--- src/rtl/regmap_pkg.sv ---
package regmap_pkg;

    localparam int ADDR_W  = 5;
    localparam int NSLOT   = 1 << ADDR_W;

    localparam logic [ADDR_W-1:0] A_ZERO  = 5'd0;
    localparam logic [ADDR_W-1:0] A_OUT   = 5'd5;
    localparam logic [ADDR_W-1:0] A_PC    = 5'd6;
    localparam logic [ADDR_W-1:0] A_IO0   = 5'd9;
    localparam logic [ADDR_W-1:0] A_RAND  = 5'd15;
    localparam logic [ADDR_W-1:0] A_SPTR  = 5'd16;
    localparam logic [ADDR_W-1:0] A_SLOC  = 5'd17;
    localparam logic [ADDR_W-1:0] A_MPTR  = 5'd19;
    localparam int                N_IO    = 4;

    typedef enum logic [2:0] {
        K_ZERO,
        K_STORE,
        K_OUTL,
        K_PC,
        K_RAND,
        K_NONE
    } slot_kind_e;

    function automatic slot_kind_e slot_kind(logic [ADDR_W-1:0] a);
        slot_kind_e k;
        case (a)
            5'd0:                          k = K_ZERO;
            5'd1, 5'd2, 5'd3, 5'd4,
            5'd7, 5'd8, 5'd13, 5'd14:      k = K_STORE;
            5'd9, 5'd10, 5'd11, 5'd12:     k = K_STORE;
            5'd16, 5'd17, 5'd19:           k = K_STORE;
            5'd5:                          k = K_OUTL;
            5'd6:                          k = K_PC;
            5'd15:                         k = K_RAND;
            default:                       k = K_NONE;
        endcase
        return k;
    endfunction

    function automatic logic slot_writable(slot_kind_e k);
        return (k == K_STORE) || (k == K_OUTL) || (k == K_PC);
    endfunction

    function automatic logic slot_readable(slot_kind_e k);
        return (k == K_STORE) || (k == K_PC);
    endfunction

endpackage

--- src/rtl/regmap_lfsr.sv ---
module regmap_lfsr #(
    parameter int              WIDTH = 16,
    parameter logic [WIDTH-1:0] TAPS = 16'hB400,
    parameter logic [WIDTH-1:0] SEED = 16'hACE1
) (
    input  logic             clk,
    input  logic             rst,
    output logic [WIDTH-1:0] state
);
    logic fb;

    assign fb = ^(state & TAPS);

    always_ff @(posedge clk) begin
        if (rst) state <= SEED;
        else     state <= {state[WIDTH-2:0], fb};
    end


    lfsr_nonzero_chk: assert property (@(posedge clk) disable iff (rst)
        state != '0);

endmodule

--- src/rtl/regmap_store.sv ---
module regmap_store
    import regmap_pkg::*;
#(
    parameter int DATA_W = 16
) (
    input  logic                     clk,
    input  logic                     rst,
    input  logic                     wr_en,
    input  logic [ADDR_W-1:0]        wr_addr,
    input  logic [DATA_W-1:0]        wr_data,
    input  logic                     pc_step_en,
    input  logic [DATA_W-1:0]        pc_step_val,
    output logic [DATA_W-1:0]        slot_q [NSLOT]
);

    for (genvar i = 0; i < NSLOT; i++) begin : g_slot
        localparam logic [ADDR_W-1:0] ME = ADDR_W'(i);
        localparam slot_kind_e        KIND = slot_kind(ME);

        if (KIND == K_PC) begin : g_pc
            logic [DATA_W-1:0] q;
            logic              hit;
            assign hit = wr_en && (wr_addr == ME);
            always_ff @(posedge clk) begin
                if (rst)             q <= '0;
                else if (hit)        q <= wr_data;
                else if (pc_step_en) q <= pc_step_val;
            end
            assign slot_q[i] = q;
        end else if (slot_writable(KIND)) begin : g_reg
            logic [DATA_W-1:0] q;
            always_ff @(posedge clk) begin
                if (rst)                          q <= '0;
                else if (wr_en && wr_addr == ME)  q <= wr_data;
            end
            assign slot_q[i] = q;
        end else begin : g_tie
            assign slot_q[i] = '0;
        end
    end

    logic primed;
    always_ff @(posedge clk) primed <= !rst;


    pc_step_load_chk: assert property (@(posedge clk) disable iff (rst || !primed)
        $past(pc_step_en && !(wr_en && wr_addr == A_PC)) |-> slot_q[A_PC] == $past(pc_step_val));


    pc_write_wins_chk: assert property (@(posedge clk) disable iff (rst || !primed)
        $past(wr_en && wr_addr == A_PC) |-> slot_q[A_PC] == $past(wr_data));


    out_hold_chk: assert property (@(posedge clk) disable iff (rst || !primed)
        $past(!(wr_en && wr_addr == A_OUT)) |-> $stable(slot_q[A_OUT]));


    reset_clear_chk: assert property (@(posedge clk)
        $past(rst) && primed == 1'b0 && $past(primed) == 1'b0 |-> slot_q[A_PC] == '0 || $isunknown($past(rst)));

endmodule

--- src/rtl/regmap_rdport.sv ---
module regmap_rdport
    import regmap_pkg::*;
#(
    parameter int DATA_W = 16
) (
    input  logic [ADDR_W-1:0] addr,
    input  logic [DATA_W-1:0] slot_q [NSLOT],
    input  logic [DATA_W-1:0] rand_q,
    output logic [DATA_W-1:0] data
);
    slot_kind_e kind;

    always_comb begin
        kind = slot_kind(addr);
        unique case (kind)
            K_STORE, K_PC: data = slot_q[addr];
            K_RAND:        data = rand_q;
            default:       data = '0;
        endcase
    end


    hidden_reads_zero_chk: assert final (
        !(kind inside {K_ZERO, K_OUTL, K_NONE}) || data == '0);

endmodule

--- src/rtl/mapped_regfile.sv ---
module mapped_regfile
    import regmap_pkg::*;
#(
    parameter int              DATA_W    = 16,
    parameter logic [DATA_W-1:0] RND_TAPS = 16'hB400,
    parameter logic [DATA_W-1:0] RND_SEED = 16'hACE1
) (
    input  logic                     clk,
    input  logic                     rst,
    input  logic [4:0]               rd_addr_a,
    output logic [DATA_W-1:0]        rd_data_a,
    input  logic [4:0]               rd_addr_b,
    output logic [DATA_W-1:0]        rd_data_b,
    input  logic                     wr_en,
    input  logic [4:0]               wr_addr,
    input  logic [DATA_W-1:0]        wr_data,
    input  logic                     pc_step_en,
    input  logic [DATA_W-1:0]        pc_step_val,
    output logic [DATA_W-1:0]        pc_o,
    output logic [DATA_W-1:0]        out_val,
    output logic [4*DATA_W-1:0]      gpio_o,
    output logic [DATA_W-1:0]        stk_ptr_o,
    output logic [DATA_W-1:0]        stk_loc_o,
    output logic [DATA_W-1:0]        mem_ptr_o
);
    localparam int NRD = 2;

    logic [DATA_W-1:0] slot_q [NSLOT];
    logic [DATA_W-1:0] rand_q;
    logic [ADDR_W-1:0] rd_addr [NRD];
    logic [DATA_W-1:0] rd_data [NRD];

    regmap_lfsr #(.WIDTH(DATA_W), .TAPS(RND_TAPS), .SEED(RND_SEED)) u_rand (
        .clk   (clk),
        .rst   (rst),
        .state (rand_q)
    );

    regmap_store #(.DATA_W(DATA_W)) u_store (
        .clk         (clk),
        .rst         (rst),
        .wr_en       (wr_en),
        .wr_addr     (wr_addr),
        .wr_data     (wr_data),
        .pc_step_en  (pc_step_en),
        .pc_step_val (pc_step_val),
        .slot_q      (slot_q)
    );

    assign rd_addr[0] = rd_addr_a;
    assign rd_addr[1] = rd_addr_b;

    for (genvar p = 0; p < NRD; p++) begin : g_rd
        regmap_rdport #(.DATA_W(DATA_W)) u_port (
            .addr   (rd_addr[p]),
            .slot_q (slot_q),
            .rand_q (rand_q),
            .data   (rd_data[p])
        );
    end

    assign rd_data_a = rd_data[0];
    assign rd_data_b = rd_data[1];

    for (genvar g = 0; g < N_IO; g++) begin : g_io
        assign gpio_o[g*DATA_W +: DATA_W] = slot_q[A_IO0 + ADDR_W'(g)];
    end

    assign pc_o      = slot_q[A_PC];
    assign out_val   = slot_q[A_OUT];
    assign stk_ptr_o = slot_q[A_SPTR];
    assign stk_loc_o = slot_q[A_SLOC];
    assign mem_ptr_o = slot_q[A_MPTR];


    zero_slot_chk: assert property (@(posedge clk) disable iff (rst)
        (rd_addr_a == A_ZERO) |-> rd_data_a == '0);


    sptr_follow_chk: assert property (@(posedge clk) disable iff (rst)
        (rd_addr_b == A_SPTR) |-> rd_data_b == stk_ptr_o);

endmodule

--- config.mk ---
export PLATFORM = sky130hd
export DESIGN_NAME = mapped_regfile
export DESIGN_NICKNAME = d
export VERILOG_FILES = /design/src/rtl/regmap_pkg.sv /design/src/rtl/regmap_lfsr.sv /design/src/rtl/regmap_store.sv /design/src/rtl/regmap_rdport.sv /design/src/rtl/mapped_regfile.sv
export SDC_FILE = /design/constraint.sdc
export NUM_CORES = 1
export LEC_CHECK = 0
export ABC_AREA = 1
export BUFFER_PORTS_ARGS = -buffer_cell sky130_fd_sc_hd__buf_4
export CAP_MARGIN = 20
export CELL_PAD_IN_SITES_DETAIL_PLACEMENT = 0
export CELL_PAD_IN_SITES_GLOBAL_PLACEMENT = 1
export CORE_ASPECT_RATIO = 0.9
export CORE_MARGIN = 2
export CORE_UTILIZATION = 30
export DETAILED_ROUTE_END_ITERATION = 12
export GPL_TIMING_DRIVEN = 0
export PLACE_DENSITY_LB_ADDON = 0.1
export SYNTH_ARGS = -nofsm -noshare
export SYNTH_HDL_FRONTEND = slang
export SYNTH_SLANG_ARGS = --single-unit
--- constraint.sdc ---
create_clock -name clk -period 2.9 [get_ports clk]
set_input_delay 0.58 -clock clk [delete_from_list [all_inputs] [get_ports clk]]
set_output_delay 0.58 -clock clk [all_outputs]
set_load 0.02 [all_outputs]
==> flow_metrics.tcl, run 1 <==
set metrics [dict create \
    min_path_type "in2reg" \
    end_kind "primary output" \
    timing_worst_setup_path_type "in2out" \
    firstDrtPassIters 6 \
    edff_count_synth 0 \
    tritoncts "yes" \
    yosys_warnings 0 \
    fin_crit_ns 2.93 \
    fin_total_pwr_w 0.0106 \
    gp_congestion 0.995 \
    setup_viol 2 \
    min_delay_path_depth 3 \
    synth.avg_cell_area_um2 6.58 \
    hold_violations_final 0 \
    coreArea_mm2 0.0554 \
    tritoncts.num_buffers 35 \
    max_freq_mhz 341 \
    r2r-end "u_rand.state[0]$_SDFF_PP1_" \
    cp_max_fo 10 \
    worst_slew_margin_rel_pct 16.8 \
    finalCritPeriodShare_pct 101 \
    die_w_um 253 \
    worstHoldEndpoint "u_store.g_slot[17].g_reg.q[8]$_SDFFE_PP0P_" \
    ctsRootBufferMaster "sky130_fd_sc_hd__clkbuf_16" \
    drv_slew 0 \
    dr_total_vias 19400 \
    cts_num_sinks 288 \
    peak_ir_drop_on_the_vdd_network_mv 0.301 \
    antenna_found_initial 4 \
    layout_skew_ns 0.00121 \
    final_standard_cell_area_without_fillers_mm2 0.0216 \
    placement.cell_area_mm2 0.0195 \
    drv.max_cap_violation_count 0 \
    syn_nets 2606 \
    fin_tns_setup_ns -0.0428 \
    port_buffers 226 \
    effective_utilization_at_floorplan_pct 30.2 \
    worstRegToRegCells 3 \
    pwr_density_cell_mw_per_mm2 492 \
    largest_net_degree_at_the_start_of_global_routing 15 \
    critical-path-slowest-cell "sky130_fd_sc_hd__a21oi_1" \
    run_status "finished with violations" \
    detail_route.drc_violations 0 \
    routed_wl_mm 94.2 \
    holdWs_ns 0.368 \
    global_route.overflow_total 0 \
    setup.reg_to_reg.worst_slack_ns 1.99 \
    ys_top_cells_by_area "sky130_fd_sc_hd__dfxtp_1, sky130_fd_sc_hd__a21oi_1, sky130_fd_sc_hd__o21ai_0, sky130_fd_sc_hd__nand2_1, sky130_fd_sc_hd__buf_4" \
    cp.required_ns 2.32 \
    boundaryPins 227 \
    clock_latency_ns 0.54 \
    synth_seq_area_share_pct 34.4 \
    synth_top_cell_area_share_pct 34.4 \
    share_of_final_layout_standard_cells_stronger_than_drive_strength_1_pct 23.9 \
    critical_path.cell_chain "buf_4 -> buf_6 -> clkbuf_2 -> o21ai_1 -> nand2_1 -> a21oi_1 -> nand2_1 -> nand2_1 -> nand2_1 -> nand2_1 -> buf_4" \
    drt-initial-drc-count 1809 \
    die-area_mm2 0.0578 \
    vias_per_cell 5.43 \
    grt_pass1_wl_mm 132 \
    grt_util_all_layers_pct 31.7 \
    violations "negative setup slack" \
    postSynthCellCount 2547 \
    final_nets 2891 \
    die_h_um 228 \
    critical_path.startpoint_type "input pin" \
    grt_pass1_vias 18000 \
    htree_num_levels 2 \
    rsz_0062_raised_after_global_routing "true" \
    detailedPlacementHpwl_mm 73.7 \
    power_leakage_nw 8.88 \
    final.setup.worst_slack_ns -0.0307 \
    yosys_register_bits 288 \
    ys_dominant_reg_cell "sky130_fd_sc_hd__dfxtp_1" \
    cp_slowest_stage_delay_ns 0.27 \
    timing.rr.start "u_rand.state[12]$_SDFF_PP0_" \
    netlist_area_mm2 0.0168 \
    row_count 82 \
    postRouteAntennaNets 0 \
    async_reset_ff_share_pct 0 \
    maximum_root_to_sink_buffer_count 3 \
    clk_pin_slew_worst_paths_ns 0.06 \
    routed_wire_length_per_instance_um 26.4 \
    yosys.cell_types.count 28 \
    synth_top_area_cell "sky130_fd_sc_hd__dfxtp_1" \
    area_delta_synth_final_pct 29.1 \
    hold_path.startpoint "wr_data[8]" \
    cp_common_cell "sky130_fd_sc_hd__nand2_1" \
    tightest_slew_ns 1.25 \
    cp_data_arrival_time_ns 2.35 \
]
-- synth_stat cells (4+ instances only) --
library cell	number
sky130_fd_sc_hd__o21ai_1	21
sky130_fd_sc_hd__inv_1	229
sky130_fd_sc_hd__ha_1	8
sky130_fd_sc_hd__buf_4	160
sky130_fd_sc_hd__nand3_1	161
sky130_fd_sc_hd__buf_1	9
sky130_fd_sc_hd__nor2_2	5
sky130_fd_sc_hd__inv_2	9
sky130_fd_sc_hd__dfxtp_1	288
sky130_fd_sc_hd__o211ai_1	44
sky130_fd_sc_hd__o21ai_0	423
sky130_fd_sc_hd__a21oi_1	424
sky130_fd_sc_hd__or2_2	7
sky130_fd_sc_hd__buf_6	4
sky130_fd_sc_hd__clkbuf_1	126
sky130_fd_sc_hd__nor2_4	5
sky130_fd_sc_hd__nand2_2	8
sky130_fd_sc_hd__buf_2	51
sky130_fd_sc_hd__nor2_1	123
sky130_fd_sc_hd__o22ai_1	51
sky130_fd_sc_hd__nand2_1	381
-- cell type report --
cell class	count	area, um^2
Tap cell	714	893
Buffer	348	2300
Sequential cell	288	5770
Timing Repair Buffer	250	2070
Antenna cell	1	2.50
Multi-Input combinational cell	1669	8540
Clock inverter	9	86.3
Fill cell	6033	33800
Inverter	240	913
Clock buffer	50	1050
-- state kept, by name, indices dropped and copies added, names as in the netlist --
register	flops
u_store.g_slot.g_pc.q	16
u_store.g_slot.g_reg.q	256
u_rand.state	16
-- worst max-delay path by stage --
stage,end,start
finish,rd_data_a[3],rd_addr_a[0]
global route,rd_data_b[9],rd_addr_b[0]
CTS,rd_data_a[7],rd_addr_a[0]
detailed placement,rd_data_b[6],rd_addr_b[0]
global placement,rd_data_a[4],rd_addr_a[1]
floorplan,rd_data_b[3],rd_addr_b[0]
-- cells in the final DEF, fill, tap and decap left out, types with 3 or more instances in the layout --
| cell type | n |
|---|---|
| sky130_fd_sc_hd__nor2_2 | 19 |
| sky130_fd_sc_hd__dfxtp_1 | 288 |
| sky130_fd_sc_hd__a21oi_1 | 403 |
| sky130_fd_sc_hd__nand3_1 | 145 |
| sky130_fd_sc_hd__buf_6 | 27 |
| sky130_fd_sc_hd__inv_2 | 6 |
| sky130_fd_sc_hd__ha_1 | 6 |
| sky130_fd_sc_hd__buf_16 | 4 |
| sky130_fd_sc_hd__buf_1 | 4 |
| sky130_fd_sc_hd__nor2_1 | 107 |
| sky130_fd_sc_hd__inv_1 | 229 |
| sky130_fd_sc_hd__nor2_4 | 7 |
| sky130_fd_sc_hd__a21oi_2 | 12 |
| sky130_fd_sc_hd__o22ai_2 | 5 |
| sky130_fd_sc_hd__nand2_4 | 5 |
| sky130_fd_sc_hd__clkinv_2 | 3 |
| sky130_fd_sc_hd__o21ai_2 | 10 |
| sky130_fd_sc_hd__buf_2 | 27 |
| sky130_fd_sc_hd__o21ai_1 | 44 |
| sky130_fd_sc_hd__o211ai_1 | 44 |
| sky130_fd_sc_hd__o21ai_0 | 390 |
| sky130_fd_sc_hd__nand2_2 | 21 |
| sky130_fd_sc_hd__buf_4 | 396 |
| sky130_fd_sc_hd__buf_8 | 11 |
| sky130_fd_sc_hd__nand2_1 | 363 |
| sky130_fd_sc_hd__clkbuf_16 | 37 |
| sky130_fd_sc_hd__clkbuf_2 | 19 |
| sky130_fd_sc_hd__nand3_2 | 16 |
| sky130_fd_sc_hd__a21oi_4 | 9 |
| sky130_fd_sc_hd__or2_2 | 7 |
| sky130_fd_sc_hd__buf_12 | 6 |
| sky130_fd_sc_hd__clkbuf_8 | 9 |
| sky130_fd_sc_hd__clkbuf_4 | 12 |
| sky130_fd_sc_hd__clkbuf_1 | 96 |
| sky130_fd_sc_hd__o22ai_1 | 46 |
-- kinds of logic (layout without fill, tap and decap cells) --
group,Yosys count,after routing,synth area share (%)
adders and majority gates,8,8,0.597
other,0,1,0
xor gates and xnor gates,2,2,0.105
buffers and inverters,590,897,17.4
and+or+nand+nor,691,691,17.2
AOI/OAI and AO/OA,968,968,30.3
DFF,288,288,34.4
-- worst max-delay path, delay by kind of cell --
kind | cells | cell delay, ns
buffers and inverters | 4 | 0.72
AO/OA/AOI/OAI | 2 | 0.52
AND/OR/NAND/NOR | 5 | 0.52
-- layer usage --
layer	vias to the layer above	share of wire, %	track usage (%)
met4	4	3.0	9.76
met2	828	45	49.2
met3	137	7.9	5.36
li1	8966	-	-
met5	-	0.035	0
met1	9434	44	44.7
-- stage by stage --
step	utilization, %	worst slack (ns)	std cells
2_1_floorplan	-	0.149	2547
3_3_place_gp	34.9	-0.594	3487
3_5_place_dp	35.3	-0.621	3497
4_1_cts	38.4	0.000697	3566
5_1_grt	39.0	-0.0312	3568
6_report	39.0	-0.0307	3569
-- repair_timing --
item	4_1_cts	5_1_grt
gates cloned	0	1
setup buffers	10	3
setup endpoints to repair	32	32
pin swaps	12	29
hold buffers	0	0
gates resized for setup	167	127
-- report_power, final --
group          total (W)  internal, W  leakage [nW]  switching (W)
Sequential       0.00409      0.00403          2.33      0.0000624
Clock            0.00451      0.00262         0.559        0.00189
Combinational    0.00203     0.000641          5.99        0.00139
Total             0.0106      0.00729          8.88        0.00334
(Power assumes the default switching activity.)
==> run 2, diff against run 1 <==
--- a/config.mk
+++ b/config.mk
@@ -10,7 +10,6 @@
 export CAP_MARGIN = 20
 export CELL_PAD_IN_SITES_DETAIL_PLACEMENT = 0
 export CELL_PAD_IN_SITES_GLOBAL_PLACEMENT = 1
-export CORE_ASPECT_RATIO = 0.9
 export CORE_MARGIN = 2
 export CORE_UTILIZATION = 30
 export DETAILED_ROUTE_END_ITERATION = 12
==> constraint.sdc (replaced) <==
create_clock -name clk -period 2.45 [get_ports clk]
set_input_delay 0.49 -clock clk [delete_from_list [all_inputs] [get_ports clk]]
set_output_delay 0.49 -clock clk [all_outputs]
set_load 0.02 [all_outputs]
==> flow_metrics.tcl, run 2 (synthesis results as in run 1) <==
set metrics [dict create \
    drt-initial-drc-count 1913 \
    topRoutingLayerUsed "met5" \
    maximum_root_to_sink_buffer_count 3 \
    grt_util_all_layers_pct 32.1 \
    area_delta_synth_final_pct 38.7 \
    met3_length_mm 7.29 \
    detailedPlacementHpwl_mm 72.6 \
    tightest_slew_ns 1.25 \
    hold_violations_final 0 \
    max_freq_mhz 378 \
    final_standard_cell_area_without_fillers_mm2 0.0232 \
    largest_reg_flops 256 \
    cts_num_sinks 288 \
    drv.max_cap_violation_count 0 \
    sequentialPowerShare_pct 36.9 \
    finalCritPeriodShare_pct 108 \
    critical-path-slowest-cell "sky130_fd_sc_hd__o211ai_1" \
    layout_skew_ns 0.00254 \
    timing.rr.start "u_store.g_slot[6].g_pc.q[15]$_SDFFE_PP0P_" \
    p_int_w 0.00894 \
    routed_wire_length_per_instance_um 26.3 \
    place_worst_setup_slack_ns -0.829 \
    die_h_um 240 \
    firstDrtPassIters 5 \
    min_path_type "in2reg" \
    cp_slowest_stage_delay_ns 0.30 \
    setup.worst_path.end "rd_data_b[9]" \
    largest_net_degree_at_the_start_of_global_routing 13 \
    dr_total_vias 19700 \
    routed_wl_mm 95.4 \
    boundaryPins 227 \
    critPathLaunch "rd_addr_b[0]" \
    global_route.overflow_total 0 \
    antenna_found_initial 5 \
    placement.cell_area_mm2 0.0196 \
    end_kind "primary output" \
    power.net_switching_w 0.00421 \
    htree_num_levels 2 \
    final_nets 2907 \
    most_frequent_cells_in_the_layout "sky130_fd_sc_hd__buf_4, sky130_fd_sc_hd__a21oi_1, sky130_fd_sc_hd__o21ai_0, sky130_fd_sc_hd__nand2_1, sky130_fd_sc_hd__dfxtp_1" \
    cp_data_arrival_time_ns 2.15 \
    cp.required_ns 1.96 \
    reg_top3 "u_store.g_slot.g_reg.q: 256 flops, u_rand.state: 16 flops, u_store.g_slot.g_pc.q: 16 flops" \
    drv_slew 0 \
    drt-met1-wl_mm 40.5 \
    setup_viol 31 \
    holdWs_ns 0.269 \
    vias_per_cell 5.42 \
    clk_pin_slew_worst_paths_ns 0.06 \
    timing_worst_setup_path_type "in2out" \
    setup.reg_to_reg.worst_slack_ns 1.50 \
    power.share.switching_pct 32.0 \
    clock_latency_ns 0.55 \
    effective_utilization_at_floorplan_pct 30.4 \
    rsz_0062_raised_after_global_routing "true" \
    ctsRootBufferMaster "sky130_fd_sc_hd__clkbuf_16" \
    coreArea_mm2 0.0552 \
    fin_crit_ns 2.64 \
    run_status "finished with violations" \
    path_buf_inv 5 \
    worstRegToRegCells 4 \
    pwr_density_cell_mw_per_mm2 566 \
    row_count 86 \
    violations "negative setup slack" \
    power_frac_clock_pct 42.5 \
    gp_congestion 1.01 \
    critical_path.cell_chain "buf_8 -> buf_12 -> buf_12 -> buf_4 -> o211ai_1 -> nand3_1 -> nand3_2 -> nand2_1 -> nand2_1 -> nand2_1 -> nand2_2 -> buf_6" \
    peak_ir_drop_on_the_vdd_network_mv 0.469 \
    largest-register "u_store.g_slot.g_reg.q" \
    power.combinational.fraction_pct 20.6 \
    grt_pass1_vias 18500 \
    cp_max_fo 10 \
    share_of_final_layout_standard_cells_stronger_than_drive_strength_1_pct 32.6 \
    path_delay_family "buffers and inverters" \
    final.setup.worst_slack_ns -0.194 \
    die_w_um 240 \
    port_buffers 226 \
    cp_common_cell "sky130_fd_sc_hd__nand2_1" \
    critical_path.startpoint_type "input pin" \
    tritoncts.num_buffers 37 \
    die-area_mm2 0.0578 \
    power_leakage_nw 9.32 \
    tritoncts "yes" \
    total_number_of_cells_along_the_worst_setup_path 12 \
    grt_pass1_wl_mm 132 \
    r2r-end "u_store.g_slot[6].g_pc.q[15]$_SDFFE_PP0P_" \
    worst_slew_margin_rel_pct 17.0 \
    detail_route.drc_violations 0 \
    met2WireLength_mm 43.6 \
    postRouteAntennaNets 0 \
]
## run 2: changes by cell type in the layout (fill, tap and decap cells not counted), moves of 26 or more
cell,before,now
sky130_fd_sc_hd__nor2_1,107,78
sky130_fd_sc_hd__a21oi_1,403,377
sky130_fd_sc_hd__nand2_2,21,95
sky130_fd_sc_hd__nand2_1,363,283
sky130_fd_sc_hd__buf_6,27,60
sky130_fd_sc_hd__o21ai_0,390,362
## run 2: stage by stage
stage	utilization, %	TNS (ns)	cells	power (W)
floorplan	-	0	2547	0.00604
global placement	35.2	-31.11	3521	0.00705
detailed placement	35.4	-31.33	3527	0.00708
CTS	41.0	-2.33	3619	0.0130
global route	42.1	-4.12	3623	0.0135
finish	42.1	-2.97	3624	0.0132
## run 2: timing repair
item | 4_1_cts | 5_1_grt
endpoints found under the setup margin | 32 | 33
buffers inserted | 23 | 2
pin swaps | 147 | 73
cloned | 4 | 1
resized for setup | 515 | 169
hold buffers | 0 | 0
## run 2: worst min path at each step
stage	start	endpoint	slack, ns	depth (start not counted)
3_3_place_gp	u_rand.state[3]$_SDFF_PP0_	u_rand.state[4]$_SDFF_PP0_	0.44	2
5_1_grt	wr_data[5]	u_store.g_slot[16].g_reg.q[5]$_SDFFE_PP0P_	0.28	3
3_5_place_dp	u_rand.state[3]$_SDFF_PP0_	u_rand.state[4]$_SDFF_PP0_	0.45	2
4_1_cts	wr_data[8]	u_store.g_slot[17].g_reg.q[8]$_SDFFE_PP0P_	0.25	3
6_report	wr_data[8]	u_store.g_slot[17].g_reg.q[8]$_SDFFE_PP0P_	0.27	3
2_1_floorplan	u_rand.state[11]$_SDFF_PP1_	u_rand.state[12]$_SDFF_PP0_	0.42	2
## run 2: cell type report
cell class	count	area (um^2)
Fill cell	5872	32000
Clock inverter	16	118
Tap cell	748	936
Timing Repair Buffer	264	2320
Multi-Input combinational cell	1669	9490
Clock buffer	50	1100
Buffer	348	2540
Antenna cell	1	2.50
Inverter	240	941
Sequential cell	288	5790
## run 2: worst reg2reg max path: stages (launching register included)
cell and delay (ns):
sky130_fd_sc_hd__dfxtp_1 0.35, sky130_fd_sc_hd__inv_1 0.10, sky130_fd_sc_hd__o21ai_0 0.16, sky130_fd_sc_hd__o21ai_0 0.11, sky130_fd_sc_hd__a21oi_1 0.16
## run 2: routing by layer
layer  vias up  global-route usage [%]
li1       9003                       -
met1      9604                    42.9
met2       864                    51.0
met3       183                    5.21
met4         2                    13.7
met5         -                       0
## run 2: power groups by stage
stage	combinational [W]	clock [W]	sequential, W
after floorplan	0.00113	0	0.00491
after global placement	0.00211	0	0.00494
after detailed placement	0.00213	0	0.00494
after CTS	0.00253	0.00562	0.00484
after global routing	0.00283	0.00579	0.00485
final	0.00271	0.00560	0.00485
